File: config.mk
export PLATFORM = sky130hd
export DESIGN_NAME = noise_chan
export DESIGN_NICKNAME = d
export VERILOG_FILES = /design/src/rtl/noise_pkg.sv /design/src/rtl/noise_rate_div.sv /design/src/rtl/noise_shreg.sv /design/src/rtl/noise_chan.sv
export SDC_FILE = /design/constraint.sdc
export NUM_CORES = 1
export LEC_CHECK = 0
export BUFFER_PORTS_ARGS = -buffer_cell sky130_fd_sc_hd__buf_2
export CAP_MARGIN = 20
export CORE_ASPECT_RATIO = 1.2
export CORE_MARGIN = 10
export CORE_UTILIZATION = 45
export CTS_BUF_LIST = sky130_fd_sc_hd__clkbuf_8
export DETAILED_ROUTE_END_ITERATION = 10
export GPL_ROUTABILITY_DRIVEN = 0
export PLACE_DENSITY = 0.75
export SLEW_MARGIN = 20
export SYNTH_ARGS = -nofsm -noshare
export SYNTH_HDL_FRONTEND = slang
export SYNTH_SLANG_ARGS = --single-unit
File: constraint.sdc
create_clock -name clk -period 3.3 [get_ports clk]
set_clock_uncertainty 0.15 [all_clocks]
set_input_delay 0.33 -clock clk [delete_from_list [all_inputs] [get_ports clk]]
set_output_delay 0.33 -clock clk [all_outputs]
set_load 0.02 [all_outputs]
File: src/rtl/noise_pkg.sv
package noise_pkg;
  typedef enum logic [1:0] {
    RATE_DIV16 = 2'd0,
    RATE_DIV32 = 2'd1,
    RATE_DIV64 = 2'd2,
    RATE_TONE3 = 2'd3
  } rate_e;

  typedef struct packed {
    logic  white;
    rate_e rate;
  } nctl_t;

  localparam nctl_t CTL_RST = '{white: 1'b0, rate: RATE_DIV16};
endpackage

File: src/rtl/noise_rate_div.sv
module noise_rate_div
  import noise_pkg::*;
#(
  parameter int unsigned BASE_DIV = 16
) (
  input  logic  clk,
  input  logic  rst_n,
  input  logic  tick,
  input  logic  clr,
  input  rate_e rate,
  input  logic  tone3,
  output logic  shift
);
  localparam int unsigned MAX_DIV = BASE_DIV * 4;
  localparam int unsigned CNT_W   = $clog2(MAX_DIV);

  logic [CNT_W-1:0] cnt_q, cnt_d, lim_m1;
  logic             ph_q, ph_d, t3_q, wrap;

  always_comb begin
    case (rate)
      RATE_DIV16: lim_m1 = CNT_W'(BASE_DIV - 1);
      RATE_DIV32: lim_m1 = CNT_W'(2 * BASE_DIV - 1);
      default:    lim_m1 = CNT_W'(4 * BASE_DIV - 1);
    endcase
  end

  assign wrap = (cnt_q == lim_m1);

  always_comb begin
    cnt_d = cnt_q;
    ph_d  = ph_q;
    if (clr) begin
      cnt_d = '0;
      ph_d  = 1'b0;
    end else if (tick) begin
      if (wrap) begin
        cnt_d = '0;
        ph_d  = ~ph_q;
      end else begin
        cnt_d = cnt_q + 1'b1;
      end
    end
  end

  // step on the rising half of the internal noise clock
  assign shift = (rate == RATE_TONE3) ? (tone3 && !t3_q)
                                      : (tick && wrap && !ph_q);

  always_ff @(posedge clk or negedge rst_n) begin
    if (!rst_n) begin
      cnt_q <= '0;
      ph_q  <= 1'b0;
      t3_q  <= 1'b0;
    end else begin
      cnt_q <= cnt_d;
      ph_q  <= ph_d;
      t3_q  <= tone3;
    end
  end

  assert_gate_R9: assert property (@(posedge clk) disable iff (!rst_n)
    (shift && rate != RATE_TONE3) |-> tick);

  assert_div_hold_R9: assert property (@(posedge clk) disable iff (!rst_n)
    (!clr && !tick) |=> ($stable(cnt_q) && $stable(ph_q)));
endmodule

File: src/rtl/noise_shreg.sv
module noise_shreg #(
  parameter int unsigned LFSR_W = 15
) (
  input  logic              clk,
  input  logic              rst_n,
  input  logic              load,
  input  logic              step,
  input  logic              white,
  output logic [LFSR_W-1:0] q
);
  localparam logic [LFSR_W-1:0] SEED = LFSR_W'(1) << (LFSR_W - 1);

  logic [LFSR_W-1:0] q_q, q_d;
  logic              tap, fb;

  // the register length picks the second feedback tap
  generate
    if (LFSR_W == 16) begin : g_tap16
      assign tap = q_q[3];
    end else begin : g_tap15
      assign tap = q_q[1];
    end
  endgenerate

  assign fb = white ? (q_q[0] ^ tap) : q_q[0];

  always_comb begin
    q_d = q_q;
    if (load)      q_d = SEED;
    else if (step) q_d = {fb, q_q[LFSR_W-1:1]};
  end

  always_ff @(posedge clk or negedge rst_n) begin
    if (!rst_n) q_q <= SEED;
    else        q_q <= q_d;
  end

  assign q = q_q;

  assert_seed_R5: assert property (@(posedge clk) disable iff (!rst_n)
    load |=> (q_q == SEED));

  assert_idle_R6: assert property (@(posedge clk) disable iff (!rst_n)
    (!load && !step) |=> $stable(q_q));

  assert_rotate_R4: assert property (@(posedge clk) disable iff (!rst_n)
    (step && !load && !white) |=> ($countones(q_q) == 1));

  assert_nonzero_R2: assert property (@(posedge clk) disable iff (!rst_n)
    q_q != '0);
endmodule

File: src/rtl/noise_chan.sv
module noise_chan
  import noise_pkg::*;
#(
  parameter int unsigned LFSR_W   = 15,
  parameter int unsigned BASE_DIV = 16
) (
  input  logic       clk,
  input  logic       rst_n,
  input  logic       clk_en,
  input  logic       ctrl_we,
  input  logic [2:0] ctrl_data,
  input  logic       atten_we,
  input  logic [3:0] atten_data,
  input  logic       tone3_out,
  output logic       noise_out,
  output logic [3:0] atten_q
);
  logic              rst_meta, rst_sync;
  nctl_t             ctl_q, ctl_d;
  logic [3:0]        att_q, att_d;
  logic              shift;
  logic [LFSR_W-1:0] sr;

  always_ff @(posedge clk or negedge rst_n) begin
    if (!rst_n) begin
      rst_meta <= 1'b0;
      rst_sync <= 1'b0;
    end else begin
      rst_meta <= 1'b1;
      rst_sync <= rst_meta;
    end
  end

  always_comb begin
    ctl_d = ctrl_we  ? nctl_t'(ctrl_data) : ctl_q;
    att_d = atten_we ? atten_data         : att_q;
  end

  always_ff @(posedge clk or negedge rst_sync) begin
    if (!rst_sync) begin
      ctl_q <= CTL_RST;
      att_q <= 4'hF;
    end else begin
      ctl_q <= ctl_d;
      att_q <= att_d;
    end
  end

  noise_rate_div #(.BASE_DIV(BASE_DIV)) u_div (
    .clk   (clk),
    .rst_n (rst_sync),
    .tick  (clk_en),
    .clr   (ctrl_we),
    .rate  (ctl_q.rate),
    .tone3 (tone3_out),
    .shift (shift)
  );

  noise_shreg #(.LFSR_W(LFSR_W)) u_sr (
    .clk   (clk),
    .rst_n (rst_sync),
    .load  (ctrl_we),
    .step  (shift),
    .white (ctl_q.white),
    .q     (sr)
  );

  assign noise_out = ~sr[0];
  assign atten_q   = att_q;

  assert_quiet_after_write_R5: assert property (@(posedge clk) disable iff (!rst_sync)
    ctrl_we |=> noise_out);

  assert_atten_store_R6: assert property (@(posedge clk) disable iff (!rst_sync)
    atten_we |=> (atten_q == $past(atten_data)));
endmodule

==> impl_metrics.py, run 1 <==
metrics = {
    "synthesis": {
        "synthesis.area_sq_mm": 0.001470,
        "synth_nets": 130,
        "synth.top_cells.by_count": "dfrtp_1, nor2b_1, mux2_2",
        "synth_top_cell_by_area": "dfrtp_1",
        "syn-mean-instance-area_sq_um": 12.67,
        "ys_top_cells_by_area": "dfrtp_1, mux2_2, dfstp_2",
        "synth_seq_cells": 32,
        "synth_enable_flop_cells": 0,
        "seq_area_frac_synth_pct": 54.89,
        "post-synth-top-count-cell": "dfrtp_1",
        "async_set_reset_flop_share_out_of_synthesis_pct": 100.0,
        "dominantRegCellSynth": "dfrtp_1",
        "yosysUniqueCellTypes": 31,
        "syn-instance-count": 116,
        "ys_warn_count": 0,
        "synth_top_area_share_pct": 45.96,
    },
    "timing": {
        "setup_viol": 0,
        "hold_viol": 0,
        "postLayoutSetupSlackWorst_ns": 1.120,
        "worst-slew-pin-transition_ns": 0.6261,
        "rsz0062_at_grt": "false",
        "timing.max_slew.rel_slack_pct": 58.26,
        "fin_crit_ns": 2.180,
        "maximum_achievable_frequency_mhz": 458.8,
        "min_period_over_period_pct": 66.06,
        "finalMaxSlewViolations": 0,
        "finalSetupTns_ns": 0,
    },
    "worst_hold_path": {
        "hold_path_depth": 1,
        "hold_class": "primary input to flip-flop",
    },
    "power_and_ir_drop": {
        "p_leak_uw": 0.0007829,
        "switchingPower_uw": 195.7,
        "maximum_vdd_drop_mv": 0.3340,
        "power_density_mw_per_mm2": 486.6,
        "internal_power_uw": 620.7,
        "pwr-share-seq_pct": 53.4,
        "netSwitchingFraction_pct": 23.97,
        "clock_power_share_pct": 37.7,
        "combinational_cell_fraction_of_total_power_pct": 8.9,
    },
    "global_routing": {
        "grt.overflow.total": 0,
        "grt_first_pass_wirelength_um": 4209,
        "first_global_vias": 954,
        "grt_antenna_before_repair": 0,
        "grt_max_degree": 31,
        "global_route.usage.total_pct": 9.150,
    },
    "run": {
        "max_cap_violations": 0,
    },
    "die": {
        "design.core.area_sq_mm": 0.003110,
        "floorplan.die_area_sq_mm": 0.005962,
        "initial_core_util_pct": 47.26,
        "io_pins": 18,
        "placement_rows": 22,
        "die_w_um": 72.18,
        "chipHeight_um": 82.61,
    },
    "cells_and_area": {
        "final_cells": 174,
        "utilization_pct": 53.94,
        "antennaDiodeCount": 0,
        "area_growth_syn_to_layout_pct": 14.13,
        "finalInstanceArea_sq_mm": 0.001678,
        "nNetsFinal": 151,
        "post_route_cells_drive_above_1_share_pct": 38.41,
    },
    "route": {
        "detail_route.drc_violations": 0,
        "postRouteAntennaNets": 0,
        "first_iter_violations": 22,
        "avgRoutedWirePerCell_um": 13.86,
        "first_pass_iters": 4,
        "routed_wl_um": 2411,
        "drt-vias-per-instance": 5.247,
        "route.vias.total": 913,
    },
    "clocking": {
        "cts_hold_repair.buffers": 1,
        "cts_buffer_depth": 2,
        "path_clk_slew_ns": 0.07,
        "clkLatencyLatePin_ns": 0.28,
        "cts_root_buffer": "clkbuf_8",
        "ctsHtreeMaxLevel": 2,
        "clock-sinks": 32,
        "cts_tree": "built",
        "postCtsSetupBuffers": 0,
        "tritoncts.num_buffers": 5,
        "postCtsResizedCells": 0,
    },
    "setup_path": {
        "critical_path.reg2reg.startpoint": "u_div.cnt_q[4]",
        "regToRegEndpoint": "u_sr.q[3]",
        "rrSetupSlack_ns": 1.12,
        "critical_path_class": "flip-flop to flip-flop",
        "required_ns": 3.32,
        "reg2reg_depth": 4,
        "cp-end-kind": "flip-flop",
        "critical_path_arrival_ns": 2.20,
        "startpoint_type": "flip-flop",
        "crit_path_max_fanout": 15,
        "crit_end": "u_sr.q[3]",
        "launch_point_of_the_critical_path": "u_div.cnt_q[4]",
    },
    "placement": {
        "placedInstanceArea_sq_mm": 0.001575,
        "count_of_buffers_from_port_buffering": 17,
        "dpl.hpwl_um": 1642,
        "place_inst": 165,
        "worst_slack_at_placement_ns": 1.132,
    },
    "outcome": {
        "run_status": "finished, final reports clean",
    },
}
placed cells by master (no fill, tap or decap), types with 4 or more instances in the layout:
master,instances
dfrtp_1,26
buf_2,17
mux2_2,12
nor2_1,7
nor3_1,4
dfstp_2,5
clkbuf_8,6
mux2_4,8
nor2b_1,14
nand2_1,4
cell families (layout without fill, tap and decap cells):
logic type | after synthesis | after routing | share of synthesized area (%)
flops | 32 | 32 | 54.89
buf+inv | 7 | 29 | 2.553
xor+xnor | 5 | 5 | 2.979
simple gates | 40 | 40 | 15.23
mux | 23 | 23 | 19.40
other cells | 1 | 1 | 0.2551
fa+ha+maj | 1 | 1 | 0.8509
compound gates | 7 | 7 | 3.830
how the worst min path moves through the flow:
stage | start | to | slack [ns]
final | tone3_out | u_div.t3_q | 0.02
after detailed placement | rst_n | rst_meta | -0.03
after global routing | tone3_out | u_div.t3_q | 0.005
after CTS | tone3_out | u_div.t3_q | 0.009
after global placement | rst_n | rst_sync | -0.03
after floorplan | rst_n | rst_meta | -0.12
critical path: stages, from the launching register on:
cell and delay [ns]:
dfrtp_1 0.45, nor2b_1 0.16, a221o_1 0.39, a21oi_4 0.51
mux2_2 0.40
stage by stage:
step	hold slack [ns]	power (uW)
floorplan	-0.1156	494.3
global placement	-0.03473	511.7
detailed placement	-0.03335	516.4
CTS	0.009331	828.6
global route	0.005349	854.9
finish	0.01641	816.5
registers in the layout (all words and copies together) (netlist names):
register / cells
ctl_q: 3
rst_meta: 1
u_sr.q: 15
u_div.ph_q: 1
u_div.cnt_q: 6
atten_q: 4
u_div.t3_q: 1
rst_sync: 1
per-layer routing:
| layer | routed length [um] | global-route usage (%) |
|---|---|---|
| met1 | 1027 | 9.442 |
| met3 | 89 | 4.057 |
| met4 | 51 | 4.845 |
| met2 | 1242 | 15.41 |
| met5 | 0 | 0 |
power groups by stage:
stage	registers, uW	logic, uW	clock network [uW]
2_1_floorplan	445	49.0	0
3_3_place_gp	442	69.9	0
3_5_place_dp	444	72.8	0
4_1_cts	437	74.0	318
5_1_grt	440	79.9	335
6_report	436	72.6	308
cell type report:
class                   count  area (sq um)
fillers                   286          1433
clock buffers               6         82.58
well taps                  36         45.04
repair buffers             18         95.09
flip-flops and latches     32         808.3
multi-input cells          77         625.6
inverters                   3         11.26
clock inverters             2         10.01
Power figures use the tool's default switching activity.
==> run 2: changes to the inputs <==
PLACE_DENSITY = 0.78   (was 0.75)
clock period = 1.9 ns   (was 3.3 ns; I/O delays follow)
==> run 2 against run 1 <==
  * Register-to-register slack lost 1.1 ns
  * Core utilization grew 7.0 points
  * Routed wire length grew 16%
  * Worst setup slack lost 1.1 ns
  * Cell count grew 11%
  * Critical path depth grew 1
  * Via count grew 11%
  * Largest cell class unchanged
  * Largest power group unchanged
  * Highest routed layer unchanged
==> impl_metrics.py, run 2 (synthesis gave the netlist of run 1 again) <==
metrics = {
    "outcome": {
        "run_status": "finished, final reports clean",
    },
    "timing": {
        "timing.max_slew.rel_slack_pct": 65.19,
        "fin_crit_ns": 1.891,
        "maximum_achievable_frequency_mhz": 528.8,
        "finalMaxSlewViolations": 0,
        "postLayoutSetupSlackWorst_ns": 0.009013,
        "finalSetupTns_ns": 0,
        "setup_viol": 0,
        "rsz0062_at_grt": "true",
        "min_period_over_period_pct": 99.53,
        "worst-slew-pin-transition_ns": 0.5168,
        "hold_viol": 0,
    },
    "setup_path": {
        "critical_path_arrival_ns": 1.90,
        "startpoint_type": "flip-flop",
        "worst_path_dominant_cell_family": "compound AO/OA/AOI/OAI gates",
        "required_ns": 1.91,
        "slowest_stage": "dfrtp_1",
        "critical_path.n_buffers_inverters": 1,
        "crit_path_max_fanout": 15,
        "critical_path_class": "flip-flop to flip-flop",
        "critPathMaxStageDelay_ns": 0.43,
        "timing.critical_path.cells": "and2_1 > a221o_1 > a21oi_4 > buf_12 > mux2_2",
        "cp-end-kind": "flip-flop",
    },
    "cells_and_area": {
        "antennaDiodeCount": 0,
        "max_ffs_per_register": 15,
        "filler_cell_count": 247,
        "layout.cells.most_common_list": "dfrtp_1, buf_2, nor2b_1",
        "final-seq-area_sq_um": 807.0,
        "multiInputGateArea_sq_um": 636.9,
        "mostFrequentLayoutCell": "dfrtp_1",
        "nNetsFinal": 170,
        "post_route_cells_drive_above_1_share_pct": 40.76,
        "area_growth_syn_to_layout_pct": 29.02,
    },
    "die": {
        "die_w_um": 72.18,
        "floorplan.die_area_sq_mm": 0.005962,
        "placement_rows": 22,
        "design.core.area_sq_mm": 0.003110,
        "initial_core_util_pct": 47.26,
        "io_pins": 18,
        "chipHeight_um": 82.61,
    },
    "clocking": {
        "clock-sinks": 32,
        "cts_buffer_depth": 2,
        "cts_root_buffer": "clkbuf_8",
        "path_clk_slew_ns": 0.06,
        "tritoncts.num_buffers": 5,
        "cts_tree": "built",
        "ctsHtreeMaxLevel": 2,
        "clkLatencyLatePin_ns": 0.28,
    },
    "route": {
        "first_iter_violations": 26,
        "postRouteAntennaNets": 0,
        "routed_wl_um": 2798,
        "avgRoutedWirePerCell_um": 14.50,
        "route.vias.total": 1014,
        "detail_route.drc_violations": 0,
        "drt-vias-per-instance": 5.254,
        "first_pass_iters": 4,
    },
    "power_and_ir_drop": {
        "p_leak_uw": 0.0008898,
        "maximum_vdd_drop_mv": 0.7056,
        "power_density_mw_per_mm2": 856.7,
    },
    "placement": {
        "worst_slack_at_placement_ns": 0.01869,
        "count_of_buffers_from_port_buffering": 17,
        "dpl.hpwl_um": 1866,
    },
    "run": {
        "max_cap_violations": 0,
    },
    "global_routing": {
        "first_global_vias": 1086,
        "grt.overflow.total": 0,
        "grt_antenna_before_repair": 0,
        "grt_first_pass_wirelength_um": 4871,
        "global_route.usage.total_pct": 10.53,
        "grt_max_degree": 31,
    },
    "worst_hold_path": {
        "hold_class": "primary input to asynchronous set/reset pin",
    },
}
## run 2: cell count changes in the layout (fill, tap and decap cells not counted), sizes merged
cell         before  now
dlygate4sd3       1    9
clkbuf            6    7
clkinv            2    0
bufinv            0    1
buf              17   28
## run 2: cell type report
| class | instances | area share, % |
|---|---|---|
| clock buffer | 7 | 5.079 |
| timing repair buffer | 37 | 14.25 |
| inverter | 3 | 0.5937 |
| clock inverter | 1 | 1.583 |
| tap | 36 | 2.375 |
| sequential | 32 | 42.55 |
| multi-input combinational | 77 | 33.58 |
## run 2: report_power, final
part | switching [uW] | internal, uW
combinational | 82.9 | 93.5
clock | 241 | 462
sequential | 21.0 | 724
## run 2: final timing paths
check / endpoint / slack, ns / from / cells after the start
max in group asynchronous: atten_q[0] / 1.18 / rst_sync / 1
min in group clk: atten_q[2] / 0.08 / atten_we / 2
min: rst_sync / 0.07 / rst_n / 2
min reg2reg: u_sr.q[8] / 0.10 / rst_sync / 1
max: u_sr.q[3] / 0.009 / ctl_q[1] / 5
max reg2reg: u_sr.q[3] / 0.009 / ctl_q[1] / 5
## run 2: what timing repair did
action / in CTS / in global routing
buffers inserted: 0 / 2
resized for setup: 0 / 2
hold endpoints to repair: 10 / 0
setup endpoints to repair: 0 / 16
hold buffers: 9 / 0
## run 2: per-stage QoR
| stage | total power [uW] | util (%) | area, sq um | instances | hold WS, ns |
|---|---|---|---|---|---|
| floorplan | 858.6 | - | 1470 | 116 | -0.2556 |
| global placement | 904.4 | 53.18 | 1654 | 174 | -0.1752 |
| detailed placement | 912.3 | 53.18 | 1654 | 174 | -0.1709 |
| CTS | 1641 | 60.14 | 1871 | 191 | 0.04554 |
| global route | 1704 | 60.98 | 1897 | 193 | 0.06684 |
| finish | 1625 | 60.98 | 1897 | 193 | 0.06573 |
## run 2: per-layer routing
layer | vias up | GRT usage (%) | wire length [um]
met2 | 20 | 18.39 | 1524
met5 | - | 0 | 0
met1 | 512 | 10.83 | 1117
met3 | 5 | 4.057 | 103
met4 | 0 | 5.233 | 53
li1 | 477 | - | -
